--- config.mk ---
export PLATFORM = sky130hd
export DESIGN_NAME = sar_serial_ctrl
export DESIGN_NICKNAME = d
export VERILOG_FILES = /design/src/rtl/sar_serial_pkg.sv /design/src/rtl/sar_serial_arm.sv /design/src/rtl/sar_serial_seq.sv /design/src/rtl/sar_serial_reg.sv /design/src/rtl/sar_serial_ctrl.sv
export SDC_FILE = /design/constraint.sdc
export NUM_CORES = 1
export LEC_CHECK = 0
export CORE_AREA = 2 2 57 59
export DETAILED_ROUTE_END_ITERATION = 10
export DIE_AREA = 0 0 59 61
export GPL_TIMING_DRIVEN = 1
export MAX_ROUTING_LAYER = met4
export PLACE_DENSITY = 0.84
export SETUP_SLACK_MARGIN = 0.4
export SLEW_MARGIN = 15
export SYNTH_ARGS = -nofsm -noshare
export SYNTH_HDL_FRONTEND = slang
export SYNTH_HIERARCHICAL = 1
export SYNTH_SLANG_ARGS = --single-unit
--- constraint.sdc ---
create_clock -name clk -period 5 [get_ports clk]
set_input_delay 0.5 -clock clk [delete_from_list [all_inputs] [get_ports clk]]
set_output_delay 0.5 -clock clk [all_outputs]
set_load 0.02 [all_outputs]
--- src/rtl/sar_serial_pkg.sv ---
`timescale 1ns/1ps
package sar_serial_pkg;
  // strobe qualification states
  typedef enum logic [1:0] {
    ARM_IDLE = 2'd0,
    ARM_WAIT = 2'd1,
    ARM_LATE = 2'd2
  } arm_state_t;

  function automatic int idx_width(input int n);
    return (n > 1) ? $clog2(n) : 1;
  endfunction
endpackage

--- src/rtl/sar_serial_arm.sv ---
`timescale 1ns/1ps
module sar_serial_arm #(
  parameter int SETUP_CYC = 4
) (
  input  logic clk,
  input  logic rst,
  input  logic tick_i,
  input  logic conv_i,
  input  logic busy_i,
  output logic start_o
);
  import sar_serial_pkg::*;
  localparam int CW = $clog2(SETUP_CYC + 1);
  localparam logic [CW-1:0] SETUP_V = CW'(SETUP_CYC);

  arm_state_t     st;
  logic           conv_q;
  logic [CW-1:0]  elapsed;
  logic           rise;

  assign rise = conv_i & ~conv_q;

  always_comb begin
    start_o = 1'b0;
    if (tick_i) begin
      if (st == ARM_LATE) start_o = 1'b1;
      else if (st == ARM_WAIT && elapsed >= SETUP_V) start_o = 1'b1;
    end
  end

  always_ff @(posedge clk) begin
    if (rst) begin
      conv_q  <= 1'b0;
      st      <= ARM_IDLE;
      elapsed <= '0;
    end else begin
      conv_q <= conv_i;
      case (st)
        ARM_IDLE: begin
          if (rise && !busy_i) begin
            if (tick_i) begin
              st <= ARM_LATE;
            end else begin
              st      <= ARM_WAIT;
              elapsed <= CW'(1);
            end
          end
        end
        ARM_WAIT: begin
          if (tick_i) begin
            st <= (elapsed >= SETUP_V) ? ARM_IDLE : ARM_LATE;
          end else if (elapsed < SETUP_V) begin
            elapsed <= elapsed + CW'(1);
          end
        end
        ARM_LATE: begin
          if (tick_i) st <= ARM_IDLE;
        end
        default: st <= ARM_IDLE;
      endcase
    end
  end
endmodule

--- src/rtl/sar_serial_seq.sv ---
`timescale 1ns/1ps
module sar_serial_seq #(
  parameter int NBITS = 12
) (
  input  logic                                       clk,
  input  logic                                       rst,
  input  logic                                       tick_i,
  input  logic                                       start_i,
  output logic                                       busy_o,
  output logic                                       dec_en_o,
  output logic [sar_serial_pkg::idx_width(NBITS)-1:0] dec_idx_o,
  output logic                                       fin_o
);
  localparam int PW = $clog2(NBITS + 1);
  localparam int IW = sar_serial_pkg::idx_width(NBITS);

  logic [PW-1:0] ph;
  logic [PW-1:0] rem;

  assign rem       = PW'(NBITS - 1) - ph;
  assign dec_idx_o = rem[IW-1:0];
  assign dec_en_o  = busy_o && tick_i && (ph < PW'(NBITS));
  assign fin_o     = busy_o && tick_i && (ph == PW'(NBITS));

  always_ff @(posedge clk) begin
    if (rst) begin
      busy_o <= 1'b0;
      ph     <= '0;
    end else if (start_i) begin
      busy_o <= 1'b1;
      ph     <= '0;
    end else if (busy_o && tick_i) begin
      if (ph == PW'(NBITS)) busy_o <= 1'b0;
      else                  ph     <= ph + PW'(1);
    end
  end
endmodule

--- src/rtl/sar_serial_reg.sv ---
`timescale 1ns/1ps
module sar_serial_reg #(
  parameter int NBITS = 12
) (
  input  logic                                       clk,
  input  logic                                       rst,
  input  logic                                       start_i,
  input  logic                                       dec_en_i,
  input  logic [sar_serial_pkg::idx_width(NBITS)-1:0] dec_idx_i,
  input  logic                                       cmp_i,
  output logic [NBITS-1:0]                           q_o
);
  for (genvar i = 0; i < NBITS; i++) begin : g_bit
    logic bit_q;
    always_ff @(posedge clk) begin
      if (rst) begin
        bit_q <= 1'b0;
      end else if (start_i) begin
        bit_q <= (i == NBITS - 1);
      end else if (dec_en_i) begin
        if (int'(dec_idx_i) == i)          bit_q <= cmp_i;
        else if (int'(dec_idx_i) == i + 1) bit_q <= 1'b1;
      end
    end
    assign q_o[i] = bit_q;
  end
endmodule

--- src/rtl/sar_serial_ctrl.sv ---
`timescale 1ns/1ps
module sar_serial_ctrl #(
  parameter int NBITS     = 12,
  parameter int SETUP_CYC = 4
) (
  input  logic             clk,
  input  logic             rst,
  input  logic             sclk_tick,
  input  logic             conv_i,
  input  logic             bipolar_i,
  input  logic             ref_ok_i,
  input  logic             cmp_i,
  output logic [NBITS-1:0] trial_code_o,
  output logic             hold_o,
  output logic             sdo_o,
  output logic             sdo_oe_o,
  output logic             done_o
);
  localparam int IW = sar_serial_pkg::idx_width(NBITS);

  logic          start;
  logic          busy;
  logic          dec_en;
  logic          fin;
  logic [IW-1:0] dec_idx;
  logic          bip_l;
  logic          msb_dec;

  sar_serial_arm #(.SETUP_CYC(SETUP_CYC)) u_arm (
    .clk(clk), .rst(rst), .tick_i(sclk_tick), .conv_i(conv_i),
    .busy_i(busy), .start_o(start)
  );

  sar_serial_seq #(.NBITS(NBITS)) u_seq (
    .clk(clk), .rst(rst), .tick_i(sclk_tick), .start_i(start),
    .busy_o(busy), .dec_en_o(dec_en), .dec_idx_o(dec_idx), .fin_o(fin)
  );

  sar_serial_reg #(.NBITS(NBITS)) u_reg (
    .clk(clk), .rst(rst), .start_i(start), .dec_en_i(dec_en),
    .dec_idx_i(dec_idx), .cmp_i(cmp_i), .q_o(trial_code_o)
  );

  assign msb_dec = (int'(dec_idx) == NBITS - 1);

  always_ff @(posedge clk) begin
    if (rst) begin
      hold_o   <= 1'b0;
      sdo_o    <= 1'b0;
      sdo_oe_o <= 1'b0;
      done_o   <= 1'b0;
      bip_l    <= 1'b0;
    end else begin
      done_o <= 1'b0;
      if (start) begin
        hold_o   <= 1'b1;
        sdo_oe_o <= 1'b1;
        sdo_o    <= ref_ok_i;
        bip_l    <= bipolar_i;
      end else if (dec_en) begin
        sdo_o <= cmp_i ^ (bip_l & msb_dec);
        if (dec_idx == '0) begin
          hold_o <= 1'b0;
          done_o <= 1'b1;
        end
      end else if (fin) begin
        sdo_oe_o <= 1'b0;
        sdo_o    <= 1'b0;
      end
    end
  end
endmodule

==> flow_summary.ini, run 1 <==
[yosys]
yosysWarnings = 6
synthXorXnorAreaFrac_pct = 1.038
seq_area_frac_synth_pct = 35.75
synthCells = 176
synth-edff-count = 0
synth_most_common_cell = dfxtp_1
synthSimpleGateAreaFrac_pct = 28.57
synth_area_leaders = dfxtp_1 (36%), buf_4 (6.2%), nor2_1 (4.5%), a211oi_1 (4.3%), ha_1 (3.2%)
syn_area_per_cell_sq_um = 8.908
synth-main-ff-cell = dfxtp_1
yosysTopAreaCellShare_pct = 35.75
yosys.area_share.adder_pct = 3.192
muxShareOfSynthArea_pct = 1.277
synthArstFlopShare_pct = 0
synth_seq_cells = 28
synth_nets = 187
yosysUniqueCellTypes = 50
synth_top_family_by_area = simple AND/OR/NAND/NOR gates
syn-cell-area_sq_um = 1568
synth_compound_area_share_pct = 18.20
synth_common_cells = dfxtp_1 (28), nor2_1 (19), buf_4 (13)
yosys.area.top_type = dfxtp_1

[detailed_routing]
vias = 1265
dr.pass1.iters = 4
via_per_inst = 5.911
drc = 0
dr.first_iter.drc_count = 39
ant_nets = 0
wl_per_cell_microns = 13.97
wl_microns = 2990

[finish]
antenna_cells = 0
area_delta_synth_final_pct = 9.418
fin_util_pct = 58.09
fin_area_sq_um = 1715
nets = 193
fin_cells = 214
drive_gt1_share_pct = 11.05

[worst_setup_path]
worst_setup_path_start_kind = input pin
slowest_delay_ns = 0.78
critPathArrivalTime_ns = 2.85
worstPathRequired_ns = 5.22
worstSetupPathType = input pin to flip-flop
crit_top_cell = nor3_1
crit_fanout = 20
endpoint_kind = flip-flop
path_cells = clkdlybuf4s50_1 -> nand2_2 -> nor2_1 -> or4b_1 -> nor3_1 -> nor3_1
crit_slowest_cell = nor2_1

[floorplan]
io_pins = 23
die_area_sq_um = 3599
core-area_sq_um = 2953
start_util_pct = 53.09
die_w_microns = 59
die_h_microns = 61
row_count = 20

[sta]
finalClockSkew_ns = 0.002650
fin_crit_ns = 2.629
fin_ws_ns = 2.372
rsz0062_at_grt = false
timing.fmax_mhz = 380.4
holdWs_ns = 0.4811
fin_setup_tns_ns = 0
slew_headroom_pct = 33.00
worst_pin_slew_ns = 1.001
timing.final.max_slew_violations = 0
period_share_pct = 52.57
finalSetupViolCount = 0
hold_viol = 0

[placed_design]
dp_slack_ns = 1.988
dpl_cell_area_sq_um = 1679
place_congestion = 0.8254
numPortBuffers = 22
placed_cells = 210
dpl.hpwl_microns = 2083

[cts]
cts_tree = built
cts_max_level = 1
clockRootBuffer = clkbuf_4
numCtsBuffers = 3
clk_pin_slew_ns = 0.14
clock-sinks = 28
postCtsSetupBuffers = 0
clkLatencyLatePin_ns = 0.34
cts_hold_buf = 0
cts.path.max_buffers = 2
cts_resized = 0

[global_route]
grt_pass1_wl_microns = 4940
track_usage_pct = 18.56
grt_start_max_net_pins = 21
antenna_found_initial = 0
grt_pass1_vias = 1144
overflow = 0

[pwr]
ir_drop_mv = 0.08673
power_leakage_nw = 0.5910
total_power_mw = 0.3834
power.density_nw_per_um2 = 223.5

[job]
max_cap_violations = 0

[status]
status = finished, final reports clean

[min_path]
hp-class = flip-flop to flip-flop
==> cells in the final DEF, fill, tap and decap left out, drive strengths merged, types with 4 or more instances in the layout <==
master         count
nand3              4
nand2              5
ha                 4
clkdlybuf4s50     22
a211oi             9
nor2b              5
a21oi              9
nor2              19
o21ai              6
clkbuf             4
inv                9
dfxtp             28
==> power breakdown <==
| group | switching [mW] | internal [mW] | leakage, nW |
|---|---|---|---|
| Sequential | 0.00475 | 0.228 | 0.227 |
| Combinational | 0.0205 | 0.0177 | 0.343 |
| Clock | 0.0676 | 0.0448 | 0.0210 |
==> worst max-delay path, delay by kind of cell <==
family,cells,cell delay [ns]
buffers and inverters,1,0.62
and+or+nand+nor,5,1.72
==> metal layers <==
| layer | vias up | GRT usage [%] | wire length (microns) |
|---|---|---|---|
| met3 | 5 | 3.198 | 109 |
| met2 | 28 | 30.63 | 1407 |
| met5 | - | - | 0 |
| li1 | 638 | - | - |
| met4 | 0 | 9.740 | 53 |
| met1 | 594 | 21.60 | 1419 |
==> final cells by class <==
cell class	instances	area, sq um
fill	270	1237
multi-input combinational	117	819.5
sequential	28	560.5
timing repair buffer	22	220.2
tap	33	41.29
inverter	10	37.54
clock buffer	4	36.28
==> cell families (layout without fill, tap and decap cells) <==
| kind of cell | Yosys count | count (layout) |
|---|---|---|
| AOI/OAI and AO/OA | 42 | 42 |
| xor gates and xnor gates | 1 | 1 |
| adders and majority gates | 4 | 4 |
| buffers and inverters | 31 | 36 |
| DFF | 28 | 28 |
| muxes | 2 | 2 |
| and+or+nand+nor | 68 | 68 |
==> worst paths after layout <==
kind / startpoint / endpoint / slack [ns] / cells past startpoint
worst max register to register: u_seq/ph[2] / hold_o / 2.45 / 5
worst min-delay path: u_reg/g_bit[3].bit_q / u_reg/g_bit[3].bit_q / 0.48 / 2
worst max-delay path: sclk_tick / hold_o / 2.37 / 6
worst min register to register: u_reg/g_bit[3].bit_q / u_reg/g_bit[3].bit_q / 0.48 / 2
==> state kept, by name (all words and copies together), names as in the netlist, 2 cells and up <==
name,cells
u_reg/g_bit.bit_q,12
u_seq/ph,4
u_arm/elapsed,3
u_arm/st,2
(Power assumes the default switching activity.)
==> run 2: changes to the inputs <==
CORE_AREA = 2 2 61 63   (was 2 2 57 59)
DIE_AREA = 0 0 63 65   (was 0 0 59 61)
PLACE_DENSITY = 0.78   (was 0.84)
clock period = 2.4 ns   (was 5 ns; I/O delays follow)
==> flow_summary.ini, run 2 (synthesized netlist as in run 1, its figures left out) <==
[cts]
postCtsSetupBuffers = 0
cts.path.max_buffers = 2
clkLatencyLatePin_ns = 0.33
cts_max_level = 1
cts_resized = 0
clock-sinks = 28
cts_hold_buf = 0
clockRootBuffer = clkbuf_4
cts_tree = built
numCtsBuffers = 3
clk_pin_slew_ns = 0.14

[floorplan]
start_util_pct = 44.85
die_w_microns = 63
row_count = 22
die_h_microns = 65
io_pins = 23
die_area_sq_um = 4095
core-area_sq_um = 3496

[finish]
final_cell_mix = dfxtp_1 (28), clkdlybuf4s50_1 (22), nor2_1 (19)
regMostFlops = u_reg/g_bit.bit_q
nets = 198
drive_gt1_share_pct = 13.51
reg_top3 = u_reg/g_bit.bit_q x12, u_seq/ph x4, u_arm/elapsed x3
final_common_cell = dfxtp_1
area_delta_synth_final_pct = 12.37
largest_register_ffs = 12
antenna_cells = 0
fin_util_pct = 50.39

[global_route]
track_usage_pct = 15.06
grt_pass1_wl_microns = 4823
overflow = 0
grt_pass1_vias = 1100
grt_start_max_net_pins = 21
antenna_found_initial = 0

[detailed_routing]
wl_microns = 2860
dr.first_iter.drc_count = 40
via_per_inst = 5.378
dr.pass1.iters = 4
ant_nets = 0
drc = 0
wl_per_cell_microns = 12.27
vias = 1253

[sta]
timing.final.max_slew_violations = 0
slew_headroom_pct = 59.18
worst_pin_slew_ns = 0.6116
period_share_pct = 75.90
finalClockSkew_ns = 0.005421
fin_crit_ns = 1.822
rsz0062_at_grt = false
hold_viol = 0
finalSetupViolCount = 0
timing.fmax_mhz = 549.0
fin_setup_tns_ns = 0

[worst_setup_path]
critPathArrivalTime_ns = 2.10
crit_fanout = 20
worstSetupPathType = flip-flop to flip-flop
r2r-end = u_seq/ph[3]
endpoint = u_seq/ph[3]
endpoint_kind = flip-flop
rr_worst_depth = 5
r2r_slack_ns = 0.58
worstPathRequired_ns = 2.68
worst_setup_path_start_kind = flip-flop
reg2reg_from = u_seq/ph[1]
crit_start = u_seq/ph[1]

[pwr]
ir_drop_mv = 0.3081
power.density_nw_per_um2 = 432.1
power_leakage_nw = 0.6096

[status]
status = finished, final reports clean

[placed_design]
dpl.hpwl_microns = 2058
numPortBuffers = 22
place_congestion = 0.8004

[job]
max_cap_violations = 0

[min_path]
hp-class = input pin to flip-flop
run 2: cell count changes in the layout (fill, tap and decap cells not counted), sizes merged:
cell,before,now
buf,0,5
clkbuf,4,3
clkinvlp,0,1
inv,9,8
run 2: final cells by class:
cell class | instances | area (sq um)
fill | 346 | 1734
multi-input combinational | 117 | 819.5
sequential | 28 | 560.5
timing repair buffer | 27 | 257.7
tap | 48 | 60.06
inverter | 10 | 41.29
clock buffer | 3 | 22.52
run 2: power breakdown:
group / internal [mW] / switching [mW]
Combinational: 0.0402 / 0.0423
Clock: 0.0590 / 0.135
Sequential: 0.475 / 0.00951
Total: 0.574 / 0.187
run 2: stage by stage:
| step | std cells | hold WS [ns] | setup WS, ns | instance area, sq um | total power [mW] |
|---|---|---|---|---|---|
| 2_1_floorplan | 176 | 0.3091 | 0.7650 | 1568 | 0.5458 |
| 3_3_place_gp | 230 | 0.4617 | 0.4738 | 1735 | 0.5763 |
| 3_5_place_dp | 230 | 0.4643 | 0.4344 | 1735 | 0.5777 |
| 6_report | 233 | 0.4706 | 0.5785 | 1762 | 0.7613 |
| 5_1_grt | 233 | 0.4844 | 0.4238 | 1762 | 0.7979 |
| 4_1_cts | 233 | 0.4659 | 0.4726 | 1758 | 0.7697 |
run 2: worst max-delay path: stages, from the launching register on:
cell and delay, ns:
dfxtp_1 0.39, inv_1 0.29, ha_1 0.33, and2_4 0.16, or4_1 0.46, a21oi_1 0.14
run 2: worst min path at each step:
stage | cells after the start | to | from
6_report | 2 | u_arm/conv_q | conv_i
5_1_grt | 2 | u_arm/conv_q | conv_i
4_1_cts | 2 | u_arm/conv_q | conv_i
3_5_place_dp | 2 | u_reg/g_bit[3].bit_q | u_reg/g_bit[3].bit_q
3_3_place_gp | 2 | u_reg/g_bit[3].bit_q | u_reg/g_bit[3].bit_q
2_1_floorplan | 1 | u_seq/busy_o | rst
run 2: layer usage:
layer	part of all wire [%]	track usage [%]	vias up
li1	-	-	648
met1	48	18.53	578
met2	47	24.07	23
met3	3.7	2.604	4
met4	1.5	7.222	0
met5	0	-	-
==> run 3: changes to the inputs <==
CORE_AREA = 2 2 58 60   (was 2 2 61 63)
DIE_AREA = 0 0 60 62   (was 0 0 63 65)
PLACE_DENSITY = 0.82   (was 0.78)
clock period = 1.7 ns   (was 2.4 ns; I/O delays follow)
==> flow_summary.ini, run 3 (synthesized netlist as in run 1, its figures left out) <==
[sta]
finalSetupViolCount = 0
timing.final.max_slew_violations = 0
finalClockSkew_ns = 0.009515
timing.fmax_mhz = 625.7
hold_viol = 0
fin_setup_tns_ns = 0
slew_headroom_pct = 77.19
worst_pin_slew_ns = 0.3369
fin_crit_ns = 1.598
period_share_pct = 94.01
rsz0062_at_grt = true

[worst_setup_path]
reg2reg_from = u_seq/ph[3]
path_cells = ha_4 -> nor2_4 -> nand2b_1 -> or4_4 -> a311oi_2
cp_num_cells = 5
worst_setup_path_start_kind = flip-flop
crit_fanout = 4
cp.buffers_inverters = 0
endpoint_kind = flip-flop
cp_top_family = simple AND/OR/NAND/NOR gates
worstSetupPathType = flip-flop to flip-flop
crit_slowest_cell = or4_4
critPathArrivalTime_ns = 1.85
worstPathRequired_ns = 1.95
slowest_delay_ns = 0.52
r2r_slack_ns = 0.10
rr_worst_depth = 5
r2r-end = sdo_o

[min_path]
hp-class = input pin to flip-flop
holdPathStages = 2
min-delay-start = conv_i
min_to = u_arm/conv_q

[floorplan]
start_util_pct = 49.31
row_count = 21
io_pins = 23
die_h_microns = 62
die_w_microns = 60
die_area_sq_um = 3720
core-area_sq_um = 3179

[placed_design]
dpl_cell_area_sq_um = 1899
dpl.hpwl_microns = 2501
numPortBuffers = 22
placed_cells = 235
place_congestion = 0.7845

[detailed_routing]
wl_per_cell_microns = 16.14
vias = 1487
dr.pass1.iters = 5
wl_microns = 4179
drc = 0
ant_nets = 0
via_per_inst = 5.741
dr.first_iter.drc_count = 64

[cts]
numCtsBuffers = 3
clkLatencyLatePin_ns = 0.34
cts_max_level = 1
clockRootBuffer = clkbuf_4
clock-sinks = 28
cts.path.max_buffers = 2
cts_tree = built
cts_hold_buf = 0
clk_pin_slew_ns = 0.15

[global_route]
grt_pass1_wl_microns = 6113
antenna_found_initial = 0
grt_pass1_vias = 1338
grt_start_max_net_pins = 21
track_usage_pct = 22.67
overflow = 0

[pwr]
power.density_nw_per_um2 = 531.6
ir_drop_mv = 0.3655
total_power_mw = 1.181
power_leakage_nw = 0.8828

[finish]
regMostFlops = u_reg/g_bit.bit_q
nets = 225
reg_top3 = u_reg/g_bit.bit_q x12, u_seq/ph x4, u_arm/elapsed x3
final_cell_mix = buf_4 (26), dfxtp_1 (21), dlygate4sd2_1 (16)
fin_util_pct = 69.89
fin_area_sq_um = 2222
fill_cells = 238
area_delta_synth_final_pct = 41.74
antenna_cells = 0
final_common_cell = buf_4
drive_gt1_share_pct = 45.07
fin_cells = 259
largest_register_ffs = 12

[status]
status = finished, final reports clean

[job]
max_cap_violations = 0
-- run 3: changes by cell type in the layout (fill, tap and decap cells not counted), moves of 4 or more --
| cell | previous run | this run |
|---|---|---|
| a211oi_1 | 9 | 2 |
| a211oi_2 | 0 | 7 |
| buf_4 | 5 | 26 |
| clkdlybuf4s50_1 | 22 | 6 |
| dfxtp_1 | 28 | 21 |
| dfxtp_4 | 0 | 4 |
| dlygate4sd2_1 | 0 | 16 |
| nor2_1 | 19 | 15 |
| nor2_4 | 0 | 4 |
-- run 3: layout make-up --
cell class	instances	area, sq um	area share [%]
multi-input combinational	118	1039	46.73
sequential	28	579.3	26.07
timing repair buffer	53	439.2	19.76
inverter	10	71.32	3.209
tap	46	57.56	2.590
clock buffer	4	36.28	1.633
-- run 3: timing repair --
action | 4_1_cts | 5_1_grt
cloned | 1 | 1
pin swaps | 1 | 10
buffers inserted | 3 | 15
setup endpoints to repair | 39 | 24
gates resized for setup | 26 | 33
-- run 3: worst max-delay path by stage --
stage | slack [ns] | endpoint | startpoint
2_1_floorplan | 0.25 | sdo_o | u_seq/ph[2]
3_3_place_gp | 0.00008 | u_arm/elapsed[1] | sclk_tick
3_5_place_dp | -0.13 | sdo_o | sclk_tick
4_1_cts | 0.17 | sdo_o | u_seq/ph[3]
5_1_grt | 0.02 | sdo_o | u_seq/ph[3]
6_report | 0.10 | sdo_o | u_seq/ph[3]
-- run 3: through the flow --
stage	hold slack, ns	setup WS (ns)
global route	0.4120	0.02391
detailed placement	0.4620	-0.1307
finish	0.3942	0.1018
floorplan	0.2317	0.2484
CTS	0.3941	0.1689
global placement	0.4593	0.00007627
-- run 3: routing by layer --
metal | vias up | part of all wire [%] | track usage (%)
met5 | - | 0 | -
met4 | 0 | 1.6 | 9.206
met3 | 7 | 3.2 | 3.727
met2 | 34 | 54 | 38.35
met1 | 737 | 41 | 26.84
li1 | 709 | - | -
-- run 3: power by group --
part / leakage, nW / internal, mW / total, mW / switching, mW
combinational: 0.631 / 0.0802 / 0.172 / 0.0922
clock: 0.0210 / 0.132 / 0.328 / 0.197
sequential: 0.231 / 0.667 / 0.681 / 0.0133
-- run 3: worst reg2reg max path, cell delays in order, from the launching register on --
cell and delay (ns):
dfxtp_2 0.37, ha_4 0.17, nor2_4 0.10, nand2b_1 0.07
or4_4 0.52, a311oi_2 0.28
